[src/rtl/rxwm_pkg.sv]
package rxwm_pkg;
   localparam int FLG_FULL  = 0;
   localparam int FLG_EMPTY = 1;
   localparam int FLG_PEND  = 2;
   localparam int NUM_FLAGS = 3;
endpackage

[src/rtl/rxwm_counter.sv]
module rxwm_counter #(
   parameter int CNT_W = 8
) (
   input  logic             clk,
   input  logic             rst_n,
   input  logic             on,
   input  logic             inc_req,
   input  logic             dec_req,
   output logic [CNT_W-1:0] cnt_q,
   output logic [CNT_W-1:0] cnt_nxt,
   output logic             inc_done,
   output logic             dec_done
);
   localparam logic [CNT_W-1:0] CNT_MAX = {CNT_W{1'b1}};
   localparam logic [CNT_W-1:0] CNT_ONE = {{(CNT_W-1){1'b0}}, 1'b1};

   always_comb begin
      inc_done = on & inc_req & ~dec_req & (cnt_q != CNT_MAX);
      dec_done = on & dec_req & ~inc_req & (cnt_q != '0);
      if (!on)           cnt_nxt = '0;
      else if (inc_done) cnt_nxt = cnt_q + CNT_ONE;
      else if (dec_done) cnt_nxt = cnt_q - CNT_ONE;
      else               cnt_nxt = cnt_q;
   end

   always_ff @(posedge clk or negedge rst_n) begin
      if (!rst_n) cnt_q <= '0;
      else        cnt_q <= cnt_nxt;
   end

   p_simul_hold_r1: assert property (@(posedge clk) disable iff (!rst_n)
      (on && inc_req && dec_req) |=> $stable(cnt_q));
   p_top_sat_r2: assert property (@(posedge clk) disable iff (!rst_n)
      (on && cnt_q == CNT_MAX && !dec_req) |=> cnt_q == CNT_MAX);
   p_bot_sat_r2: assert property (@(posedge clk) disable iff (!rst_n)
      (on && cnt_q == '0 && !inc_req) |=> cnt_q == '0);
   p_off_zero_r10: assert property (@(posedge clk) disable iff (!rst_n)
      !on |=> cnt_q == '0);
endmodule

[src/rtl/rxwm_flags.sv]
module rxwm_flags
   import rxwm_pkg::*;
#(
   parameter int CNT_W = 8
) (
   input  logic                 clk,
   input  logic                 rst_n,
   input  logic                 on,
   input  logic [CNT_W-1:0]     cnt_q,
   input  logic [CNT_W-1:0]     cnt_nxt,
   input  logic                 inc_done,
   input  logic                 dec_done,
   input  logic [CNT_W-1:0]     full_mark,
   input  logic [CNT_W-1:0]     empty_mark,
   output logic [NUM_FLAGS-1:0] flags_q
);
   logic [NUM_FLAGS-1:0] set_cond;
   logic [NUM_FLAGS-1:0] clr_evt;
   logic [NUM_FLAGS-1:0] flags_nxt;

   always_comb begin
      set_cond            = '0;
      clr_evt             = '0;
      set_cond[FLG_FULL]  = (cnt_nxt >= full_mark);
      clr_evt[FLG_FULL]   = dec_done;
      set_cond[FLG_EMPTY] = (cnt_nxt <= empty_mark);
      clr_evt[FLG_EMPTY]  = inc_done;
      set_cond[FLG_PEND]  = (cnt_nxt != '0);
      clr_evt[FLG_PEND]   = 1'b1;
   end

   for (genvar g = 0; g < NUM_FLAGS; g++) begin : g_flag
      assign flags_nxt[g] = on & ((flags_q[g] & ~clr_evt[g]) | set_cond[g]);
   end

   always_ff @(posedge clk or negedge rst_n) begin
      if (!rst_n) flags_q <= '0;
      else        flags_q <= flags_nxt;
   end

   p_full_sticky_r3: assert property (@(posedge clk) disable iff (!rst_n)
      (on && flags_q[FLG_FULL] && !dec_done) |=> flags_q[FLG_FULL]);
   p_empty_sticky_r4: assert property (@(posedge clk) disable iff (!rst_n)
      (on && flags_q[FLG_EMPTY] && !inc_done) |=> flags_q[FLG_EMPTY]);
   p_pend_level_r5: assert property (@(posedge clk) disable iff (!rst_n)
      flags_q[FLG_PEND] == (cnt_q != '0));
   p_off_clear_r10: assert property (@(posedge clk) disable iff (!rst_n)
      !on |=> flags_q == '0);
endmodule

[src/rtl/rxwm_pause.sv]
module rxwm_pause #(
   parameter int CNT_W   = 8,
   parameter int PAUSE_W = 16
) (
   input  logic               clk,
   input  logic               rst_n,
   input  logic               on,
   input  logic               rx_en,
   input  logic               auto_en,
   input  logic [PAUSE_W-1:0] pause_in,
   input  logic [CNT_W-1:0]   cnt_nxt,
   input  logic [CNT_W-1:0]   full_mark,
   input  logic [CNT_W-1:0]   empty_mark,
   output logic               fc_q,
   output logic               req_valid,
   output logic [PAUSE_W-1:0] req_quanta
);
   logic [PAUSE_W-1:0] pv_q;
   logic               on_evt;
   logic               off_evt;

   always_comb begin
      on_evt  = on & auto_en & ~fc_q & (cnt_nxt >= full_mark);
      off_evt = on & fc_q & (~auto_en | (cnt_nxt <= empty_mark));
   end

   always_ff @(posedge clk or negedge rst_n) begin
      if (!rst_n)      pv_q <= '0;
      else if (!rx_en) pv_q <= pause_in;
   end

   always_ff @(posedge clk or negedge rst_n) begin
      if (!rst_n) begin
         fc_q       <= 1'b0;
         req_valid  <= 1'b0;
         req_quanta <= '0;
      end else begin
         if (!on)          fc_q <= 1'b0;
         else if (on_evt)  fc_q <= 1'b1;
         else if (off_evt) fc_q <= 1'b0;
         req_valid  <= on_evt | off_evt;
         req_quanta <= on_evt ? pv_q : '0;
      end
   end

   p_fc_hyst_r7: assert property (@(posedge clk) disable iff (!rst_n)
      (on && auto_en && fc_q && cnt_nxt > empty_mark) |=> fc_q);
   p_req_on_r8: assert property (@(posedge clk) disable iff (!rst_n)
      $rose(fc_q) |-> req_valid);
   p_req_off_r8: assert property (@(posedge clk) disable iff (!rst_n)
      ($fell(fc_q) && $past(on)) |-> (req_valid && req_quanta == '0));
   p_pv_hold_r9: assert property (@(posedge clk) disable iff (!rst_n)
      rx_en |=> $stable(pv_q));
endmodule

[src/rtl/rxwm_flow_ctrl.sv]
module rxwm_flow_ctrl
   import rxwm_pkg::*;
#(
   parameter int CNT_W   = 8,
   parameter int PAUSE_W = 16,
   parameter bit IRQ_REG = 1'b0
) (
   input  logic                 clk,
   input  logic                 rst_n,
   input  logic                 mod_on,
   input  logic                 rx_enable,
   input  logic                 auto_fc_en,
   input  logic                 pkt_stored,
   input  logic                 sw_dec,
   input  logic [CNT_W-1:0]     full_mark,
   input  logic [CNT_W-1:0]     empty_mark,
   input  logic [PAUSE_W-1:0]   pause_time_in,
   input  logic [NUM_FLAGS-1:0] irq_en,
   output logic [CNT_W-1:0]     buf_count,
   output logic [NUM_FLAGS-1:0] stat_flags,
   output logic                 irq,
   output logic                 fc_active,
   output logic                 pause_req_valid,
   output logic [PAUSE_W-1:0]   pause_req_quanta
);
   if (CNT_W < 2 || CNT_W > 16) begin : g_bad_cnt
      $error("rxwm_flow_ctrl: CNT_W out of range");
   end
   if (PAUSE_W < 1 || PAUSE_W > 32) begin : g_bad_pause
      $error("rxwm_flow_ctrl: PAUSE_W out of range");
   end

   logic [CNT_W-1:0] cnt_nxt;
   logic             inc_done;
   logic             dec_done;

   rxwm_counter #(.CNT_W(CNT_W)) u_cnt (
      .clk      (clk),
      .rst_n    (rst_n),
      .on       (mod_on),
      .inc_req  (pkt_stored),
      .dec_req  (sw_dec),
      .cnt_q    (buf_count),
      .cnt_nxt  (cnt_nxt),
      .inc_done (inc_done),
      .dec_done (dec_done)
   );

   rxwm_flags #(.CNT_W(CNT_W)) u_flags (
      .clk        (clk),
      .rst_n      (rst_n),
      .on         (mod_on),
      .cnt_q      (buf_count),
      .cnt_nxt    (cnt_nxt),
      .inc_done   (inc_done),
      .dec_done   (dec_done),
      .full_mark  (full_mark),
      .empty_mark (empty_mark),
      .flags_q    (stat_flags)
   );

   rxwm_pause #(.CNT_W(CNT_W), .PAUSE_W(PAUSE_W)) u_pause (
      .clk        (clk),
      .rst_n      (rst_n),
      .on         (mod_on),
      .rx_en      (rx_enable),
      .auto_en    (auto_fc_en),
      .pause_in   (pause_time_in),
      .cnt_nxt    (cnt_nxt),
      .full_mark  (full_mark),
      .empty_mark (empty_mark),
      .fc_q       (fc_active),
      .req_valid  (pause_req_valid),
      .req_quanta (pause_req_quanta)
   );

   logic irq_raw;
   assign irq_raw = |(stat_flags & irq_en);

   if (IRQ_REG) begin : g_irq_reg
      logic irq_q;
      always_ff @(posedge clk or negedge rst_n) begin
         if (!rst_n) irq_q <= 1'b0;
         else        irq_q <= irq_raw;
      end
      assign irq = irq_q;
   end else begin : g_irq_comb
      assign irq = irq_raw;
   end

   p_idle_req_zero_r8: assert property (@(posedge clk) disable iff (!rst_n)
      !pause_req_valid |-> pause_req_quanta == '0);
   p_off_fc_r10: assert property (@(posedge clk) disable iff (!rst_n)
      !mod_on |=> (!fc_active && !pause_req_valid));
endmodule

[config.mk]
export PLATFORM = sky130hd
export DESIGN_NAME = rxwm_flow_ctrl
export DESIGN_NICKNAME = d
export VERILOG_FILES = /design/src/rtl/rxwm_pkg.sv /design/src/rtl/rxwm_counter.sv /design/src/rtl/rxwm_flags.sv /design/src/rtl/rxwm_pause.sv /design/src/rtl/rxwm_flow_ctrl.sv
export SDC_FILE = /design/constraint.sdc
export NUM_CORES = 1
export LEC_CHECK = 0
export ABC_CLOCK_PERIOD_IN_PS = 8600
export CAP_MARGIN = 20
export CORE_MARGIN = 10
export CORE_UTILIZATION = 35
export DETAILED_ROUTE_END_ITERATION = 7
export GPL_ROUTABILITY_DRIVEN = 0
export PLACE_DENSITY = 0.67
export SLEW_MARGIN = 15
export SYNTH_ARGS = -nofsm -noshare
export SYNTH_HDL_FRONTEND = slang
export SYNTH_SLANG_ARGS = --single-unit
[constraint.sdc]
create_clock -name clk -period 8.6 [get_ports clk]
set_clock_uncertainty 0.15 [all_clocks]
set_input_delay 1.72 -clock clk [delete_from_list [all_inputs] [get_ports clk]]
set_output_delay 1.72 -clock clk [all_outputs]
set_load 0.05 [all_outputs]
* After elaboration in Yosys (flattened, before gate mapping) *
Cells that the tools add are included.

word-level totals
  flip-flop bits (word level) = 45
  bits in latches = 0
  bits in writable memories = 0
  bits in read-only memories = 0
  input bits = 42
  logic and storage cells = 49
  memories kept = 0

operators by class
  add/sub/neg operators = 2
  multipliers = 0
  divide/modulo/power cells = 0
  $lt $le $gt $ge = 2
  eq/ne operators = 2
  shift operators = 0
  multiplexer cells = 7
  bitwise operators = 27
  reduce and logical (&&, ||, !) cells = 3

operators with widths
  operator             number
  $mux 8               3
  $and 1x1->1          16
  $mux 16              1
  $reduce_bool 8->1    2
  $add 8x1->8 const B  1
  $ge 8x8->1           1
  $le 8x8->1           1
  $ne 8x8->1 const B   1
  $sub 8x1->8 const B  1
  $not 1->1            6
  $or 1x1->1           4
  $and 3x3->3          1
  $mux 1               3
  $ne 3x1->1 const B   1
  $reduce_or 3->1      1

* Depth between registers and ports, before layout *
Gate-level depths: netlist of run 1.

  depth in word-level cells = 12
  depth in mapped cells = 17
  gate-level depth less buffers = 15

* Hierarchy *
Synthesis of run 1 repeated with hierarchy kept, for this count alone.

second synthesis, totals
  cells, all modules = 266
  area, all modules = 2822.7 um2

by module, submodules not included
  module          instances  cells each  area an instance (um2)
  rxwm_pause      1          128         1631.6
  rxwm_counter    1          71          669.4
  rxwm_flags      1          65          508.0
  rxwm_flow_ctrl  1          2           13.8

* Least setup slack after synthesis of run 1 *
Ideal clock, no wire load.

  path kind = input-to-reg
  start point = in mod_on
  end point = reg u_pause.fc_q
  setup time = 0.120 ns
  arrival = 4.144 ns
  data required time = 8.330 ns
  path slack = 4.186 ns
  stages = 13
  path buffers = 3
  cells stage by stage = buf_4 -> nand2_1 -> nor4_1 -> o2bb2ai_1 -> mux2i_1 -> ha_1 -> a2111o_1 -> a31oi_1 -> o21ai_0 -> and3b_1 -> clkbuf_1 -> clkbuf_1 -> a41o_1

on the way
  word-level cells in the longest chain between the ends = 10
  elaborated cells between the ends (all ways) = 20
  those cells by class = 2 x order compare; 1 x eq/ne; 5 x mux; 12 x bitwise

ends and longest elaborated chain
  element                                         line                                RTL
  start: declaration                              rxwm_flow_ctrl.sv:10                input logic mod_on,
  $and 1x1->1 (3 in a row)                        rxwm_counter.sv:19                  dec_done = on & dec_req & ~inc_req & (cnt_q != '0);
  $mux 8                                          rxwm_counter.sv:22                  else if (dec_done) cnt_nxt = cnt_q - CNT_ONE;
  $mux 8                                          rxwm_counter.sv:21                  else if (inc_done) cnt_nxt = cnt_q + CNT_ONE;
  $mux 8 (*)                                      rxwm_counter.sv:20                  if (!on) cnt_nxt = '0;
  via cnt_nxt[5]                                  rxwm_flow_ctrl.sv:33                logic [CNT_W-1:0] cnt_nxt;
  $le 8x8->1 or $ge 8x8->1 (tied branches)        rxwm_pause.sv:24, rxwm_pause.sv:23
  $or 1x1->1 or $and 1x1->1 (tied branches)       rxwm_pause.sv:24, rxwm_pause.sv:23
  $and 1x1->1 or $mux 1 (tied branches)           rxwm_pause.sv:24, rxwm_pause.sv:39
  $ne 3x1->1 (no line) or $mux 1 (tied branches)  n/a
  end signal: assignment                          rxwm_pause.sv:34                    fc_q <= 1'b0;
  end signal: assignment                          rxwm_pause.sv:38                    if (!on) fc_q <= 1'b0;
  end signal: assignment                          rxwm_pause.sv:39                    else if (on_evt) fc_q <= 1'b1;
  end: declaration                                rxwm_pause.sv:14                    output logic fc_q,

The timed path passes the listed nets; every way through them passes the cells marked *.
A chain may end at the register's enable or synchronous reset.

* Worst setup path after layout of run 1 *
Same ends and word-level chain as after synthesis.

==> results of run 1 <==
-- cells by family after synthesis --
| group | count (synthesis) |
|---|---|
| AND/OR/NAND/NOR | 68 |
| flip-flops | 45 |
| AO/OA/AOI/OAI | 35 |
| buffers and inverters | 28 |
| multiplexers | 20 |
| adder cells (fa/ha/maj) | 19 |
| XOR/XNOR | 3 |
-- power groups by stage --
| stage | sequential, W | combinational, W | clock [W] |
|---|---|---|---|
| after CTS | 0.000241 | 0.000152 | 0.000161 |
| after floorplan | 0.000267 | 0.0000716 | 0 |
| after global placement | 0.000245 | 0.000150 | 0 |
| after detailed placement | 0.000245 | 0.000152 | 0 |
| after global routing | 0.000244 | 0.000166 | 0.000169 |
| final | 0.000241 | 0.000151 | 0.000156 |
-- synth_stat cells, drive strengths merged, types with 2 or more instances --
library cell	number
dfrtp	45
ha	19
inv	19
and2	18
mux2	16
nand2	10
nor2	8
a21oi	7
o21ai	7
clkbuf	5
nand3	5
buf	4
mux2i	4
nand2b	4
a21o	3
nand3b	3
nand4b	3
nor4	3
o21a	3
xnor2	3
a2111o	2
a41o	2
nand4	2
nor2b	2
nor3	2
o2bb2ai	2
or4	2
-- per-stage QoR --
stage                     total power (W)  instances
after floorplan                  0.000339        218
after global placement           0.000396        360
after detailed placement         0.000397        360
after CTS                        0.000554        368
after global routing             0.000579        368
final                            0.000548        368
-- metal layers --
layer | global-route usage [%] | vias to the layer above
met2 | 19.6 | 56
li1 | - | 907
met3 | 2.95 | 6
met1 | 13.2 | 883
met5 | 0 | -
met4 | 3.74 | 0
-- final cells by class --
cell class	instances	area, um^2	share of cell area [%]
Inverter	19	71.3	2.18
Multi-Input combinational cell	145	1150	35.3
Clock inverter	2	38.8	1.19
Clock buffer	6	72.6	2.22
Timing Repair Buffer	71	706	21.6
Sequential cell	45	1130	34.5
Tap cell	80	100	3.06
-- layout by cell type, fill, tap and decap left out, drive strengths merged, types with 2 or more instances in the layout --
cell,instances
o2bb2ai,2
xnor2,3
dfrtp,45
a41o,2
nand4,2
a21o,3
nand2b,4
nor2,8
a2111o,2
clkbuf,6
nand3,5
ha,19
o21ai,7
nor3,2
or4,2
nor4,3
inv,19
o21a,3
nand2,10
mux2,16
mux2i,4
nand4b,3
nor2b,2
nand3b,3
a21oi,7
clkdlybuf4s50,70
and2,18
-- flip-flops by register name (all words and copies together), names as in the netlist --
name,cells
u_pause.req_quanta,16
u_pause.req_valid,1
u_cnt.cnt_q,8
u_pause.pv_q,16
u_pause.fc_q,1
u_flags.flags_q,3
-- critical path, cell delays in order --
cell,delay [ns]
clkdlybuf4s50_1,0.82
nor4b_2,0.31
nand4b_1,0.12
o2bb2ai_1,0.20
mux2i_1,0.40
ha_1,0.33
a2111o_1,0.36
a31oi_1,0.15
o21ai_0,0.15
and3b_1,0.36
a41o_1,0.27
-- how the worst max path moves through the flow --
stage          startpoint                       end  cells past startpoint
5_1_grt            mod_on  u_pause.fc_q$_DFFE_PN0P_                     11
3_3_place_gp       mod_on  u_pause.fc_q$_DFFE_PN0P_                     11
2_1_floorplan      mod_on  u_pause.fc_q$_DFFE_PN0P_                     13
6_report           mod_on  u_pause.fc_q$_DFFE_PN0P_                     11
4_1_cts            mod_on  u_pause.fc_q$_DFFE_PN0P_                     11
3_5_place_dp       mod_on  u_pause.fc_q$_DFFE_PN0P_                     11
==> results.cfg, run 1 <==
[outcome]
status = complete, no violations

[timing]
tns_ns = 0
setup_viol = 0
hold_viol = 0
min_period_ns = 5.17
rsz0062_at_grt = false
worstMarginPinSlew_ns = 0.980
drv_slew = 0
holdWs_ns = 0.322
maxSlewHeadroom_pct = 34.7
fin_ws_ns = 3.43
finalCritPeriodShare_pct = 60.1
fmaxAchievable_ghz = 0.193

[drt]
topRoutingLayerUsed = met4
dr.pass1.iters = 4
drc = 0
drt_first_iter_violations = 88
avgViaCountPerCell = 5.03
wire_per_inst_um = 15.7
wl_met2_um = 2860
drtAntennaViolNets = 0
drt-total-wl_um = 5800
via_count = 1852
wl_met1_um = 2460
wl_met3_um = 413

[clocking]
clk_latency_ns = 0.28
h-tree-depth = 2
cts.clk_slew.worst_paths_ns = 0.08
clock_path_buffers = 2
cts_resized = 0
cts-root-buf = clkbuf_8
cts_num_sinks = 45
tritoncts = yes
hold_buffers = 0
cts_buffers = 5
post_cts_buffers = 0

[die]
dieWidth_um = 103
core_um2 = 6720
ios = 72
initial_core_util_pct = 35.8
die_h_um = 103
die_area_um2 = 10600
row_count = 30

[worst_setup_path]
reg2reg_to = u_pause.fc_q$_DFFE_PN0P_
worstPathRequired_ns = 8.63
r2r-start = u_cnt.cnt_q[0]$_DFF_PN0_
cp_max_fo = 18
reg2reg_setup_slack_ns = 4.85
cp-start-kind = input pin
r2r_cells = 12
endpoint_kind = flop
path_class = input pin to flop
crit_arrival_ns = 5.20

[placement]
place_ws_ns = 3.09
hpwl_um = 4580
place_area_um2 = 3160
io_buffers = 71

[logic_synthesis]
async_flop_share_pct = 100
synth_top_area_share_pct = 46.9
synth_top_family_by_area = simple AND/OR/NAND/NOR gates
seq_area_frac_synth_pct = 46.9
synth_edf_count = 0
synthCells = 218
synth_xor_area_share_pct = 1.09
synth_top_area_cell = dfrtp_1
ys_ff_latch = 45
synth-main-ff-cell = dfrtp_1
syn-num-nets = 279
avgSynthCellArea_um2 = 11.0
yosys.area_share.simple_pct = 17.2
synth-warning-count = 0
yosys-top-cells-area = dfrtp_1 (47%), ha_1 (9.9%), mux2_2 (7.5%)
yosys-mux-area-fraction_pct = 9.16
synth_fa_ha_area_share_pct = 9.89
syn-cell-area_um2 = 2400
synth_cell_type_count = 46
synth_compound_area_share_pct = 10.6

[power_and_ir_drop]
ir_drop_mv = 0.0740
clkPwrFrac_pct = 28.5
pwr-share-seq_pct = 44.0
combPwrFrac_pct = 27.5
p_int_w = 0.000381
netSwitchingFraction_pct = 30.4
p_switching_w = 0.000167
cellLeakagePower_nw = 1.50
powerDensity_nw_per_um2 = 168

[global_route]
antenna_found_initial = 0
grt_max_degree = 46
grt_util_all_layers_pct = 11.3
grt.overflow.total = 0
grt_first_pass_wirelength_um = 9530
first_global_vias = 1987

[layout]
num-nets-final = 348
antenna-diode-count = 0
utilization_pct = 48.6
drive_gt1_share_pct = 10.4
fill_cells = 607
design_area_um2 = 3270
area.growth.synth_to_final_pct = 35.9

[hold_path]
holdPathStages = 1
hold-path-endpoint = u_pause.req_quanta[3]$_DFF_PN0_
hp-start = u_pause.pv_q[3]$_DFFE_PN0N_
hp-class = flop to flop

[flow_run]
drv_cap = 0
Power figures use the tool's default switching activity.
==> inputs of run 2 (changes only) <==
- ABC_CLOCK_PERIOD_IN_PS: 8600 -> 5200
- clock period: 8.6 -> 5.2 ns (I/O delays scaled with it)
==> run 2 against run 1 <==
Net effect:
- count of clock-buffer cells in the layout unchanged
- combinational power is 68% higher
- flip-flop and latch count is the same
- sequential share of layout area decreased by 0.37 points
- first-iteration DRC count fell by 43%
- sequential power is 66% higher
- critical path type unchanged
==> results.cfg, run 2 (same netlist as run 1, synthesis figures left out) <==
[outcome]
status = complete, no violations

[power_and_ir_drop]
ir_drop_mv = 0.132
total_power_w = 0.000909
powerDensity_nw_per_um2 = 275
cellLeakagePower_nw = 1.52

[worst_setup_path]
endpoint_kind = flop
reg2reg_setup_slack_ns = 1.55
r2r-start = u_cnt.cnt_q[0]$_DFF_PN0_
worstPathRequired_ns = 5.22
crit_arrival_ns = 4.47
r2r_cells = 12
path_class = input pin to flop
reg2reg_to = u_pause.fc_q$_DFFE_PN0P_
cp_max_fo = 18
cp-start-kind = input pin

[die]
dieWidth_um = 103
row_count = 30
ios = 72
die_area_um2 = 10600
core_um2 = 6720
initial_core_util_pct = 35.8
die_h_um = 103

[layout]
largestRegisters = u_pause.pv_q (16), u_pause.req_quanta (16), u_cnt.cnt_q (8)
final_cell_mix = clkdlybuf4s50_1 (70), dfrtp_1 (45), inv_1 (19), ha_1 (19), and2_1 (18)
num-nets-final = 351
final_common_cell = clkdlybuf4s50_1
area.growth.synth_to_final_pct = 37.4
fill_cells = 623
antenna-diode-count = 0
drive_gt1_share_pct = 11.3

[timing]
setup_viol = 0
fmaxAchievable_ghz = 0.225
finalCritPeriodShare_pct = 85.5
tns_ns = 0
min_period_ns = 4.45
drv_slew = 0
worstMarginPinSlew_ns = 0.730
rsz0062_at_grt = false
hold_viol = 0
maxSlewHeadroom_pct = 51.2

[drt]
drtAntennaViolNets = 0
via_count = 1871
dr.pass1.iters = 5
drc = 0
avgViaCountPerCell = 5.04
drt_first_iter_violations = 50
drt-total-wl_um = 5930
wire_per_inst_um = 16.0

[global_route]
antenna_found_initial = 0
grt_first_pass_wirelength_um = 9520
grt.overflow.total = 0
first_global_vias = 1925
grt_max_degree = 46
grt_util_all_layers_pct = 11.3

[hold_path]
hp-start = u_pause.pv_q[2]$_DFFE_PN0N_
hold-path-endpoint = u_pause.req_quanta[2]$_DFF_PN0_
hp-class = flop to flop
holdPathStages = 1

[clocking]
tritoncts = yes
post_cts_buffers = 0
clk_latency_ns = 0.29
cts-root-buf = clkbuf_8
cts.clk_slew.worst_paths_ns = 0.08
hold_buffers = 0
h-tree-depth = 2
cts_buffers = 5
cts_resized = 0
clock_path_buffers = 2
cts_num_sinks = 45

[flow_run]
drv_cap = 0

[placement]
io_buffers = 71
hpwl_um = 4670
[run 2: cell count changes in the layout (fill, tap and decap cells not counted)]
cell	change
buf_12	+1
buf_4	+2
[run 2: worst max-delay path: stages]
cell and delay, ns:
clkdlybuf4s50_1 0.85, nand2_1 0.16, nor4_1 0.29, o2bb2ai_1 0.17, mux2i_1 0.38, ha_1 0.33
a2111o_1 0.36, a31oi_1 0.13, o21ai_0 0.14, and3b_1 0.35, a41o_1 0.27
[run 2: metrics by stage]
stage	utilization [%]	std cells	setup WS, ns	hold slack [ns]	area, um^2
detailed placement	47.2	362	0.419	0.310	3170
finish	49.1	371	0.752	0.327	3300
global placement	47.2	362	0.461	0.304	3170
global route	49.1	371	0.413	0.344	3300
CTS	48.8	370	0.713	0.330	3280
floorplan	-	218	1.41	0.297	2400
[run 2: area by class of cell]
cell class | instances | area, um^2 | area share (%)
sequential | 45 | 1130 | 34.1
clock buffer | 6 | 72.6 | 2.20
clock inverter | 2 | 38.8 | 1.17
tap | 80 | 100 | 3.03
inverter | 19 | 71.3 | 2.16
timing repair buffer | 74 | 741 | 22.4
multi-input combinational | 145 | 1150 | 34.9
[run 2: power by group]
part           leakage (nW)  internal, W  switching [W]  total, W
sequential            0.585     0.000375      0.0000243  0.000399
combinational         0.883     0.000114       0.000138  0.000253
clock                0.0554     0.000144       0.000113  0.000257
[run 2: worst max-delay path by stage]
stage	slack (ns)	endpoint	startpoint
after global routing	0.41	u_pause.fc_q$_DFFE_PN0P_	mod_on
after global placement	0.46	u_pause.fc_q$_DFFE_PN0P_	mod_on
after floorplan	1.41	u_pause.fc_q$_DFFE_PN0P_	u_cnt.cnt_q[0]$_DFF_PN0_
final	0.75	u_pause.fc_q$_DFFE_PN0P_	mod_on
after detailed placement	0.42	u_pause.fc_q$_DFFE_PN0P_	mod_on
after CTS	0.71	u_pause.fc_q$_DFFE_PN0P_	mod_on
[run 2: routing by layer]
layer	global-route usage, %	wire length (um)	vias up
li1	-	-	915
met1	12.8	2340	892
met2	19.2	2990	56
met3	3.69	511	8
met4	4.39	79	0
met5	0	0	-
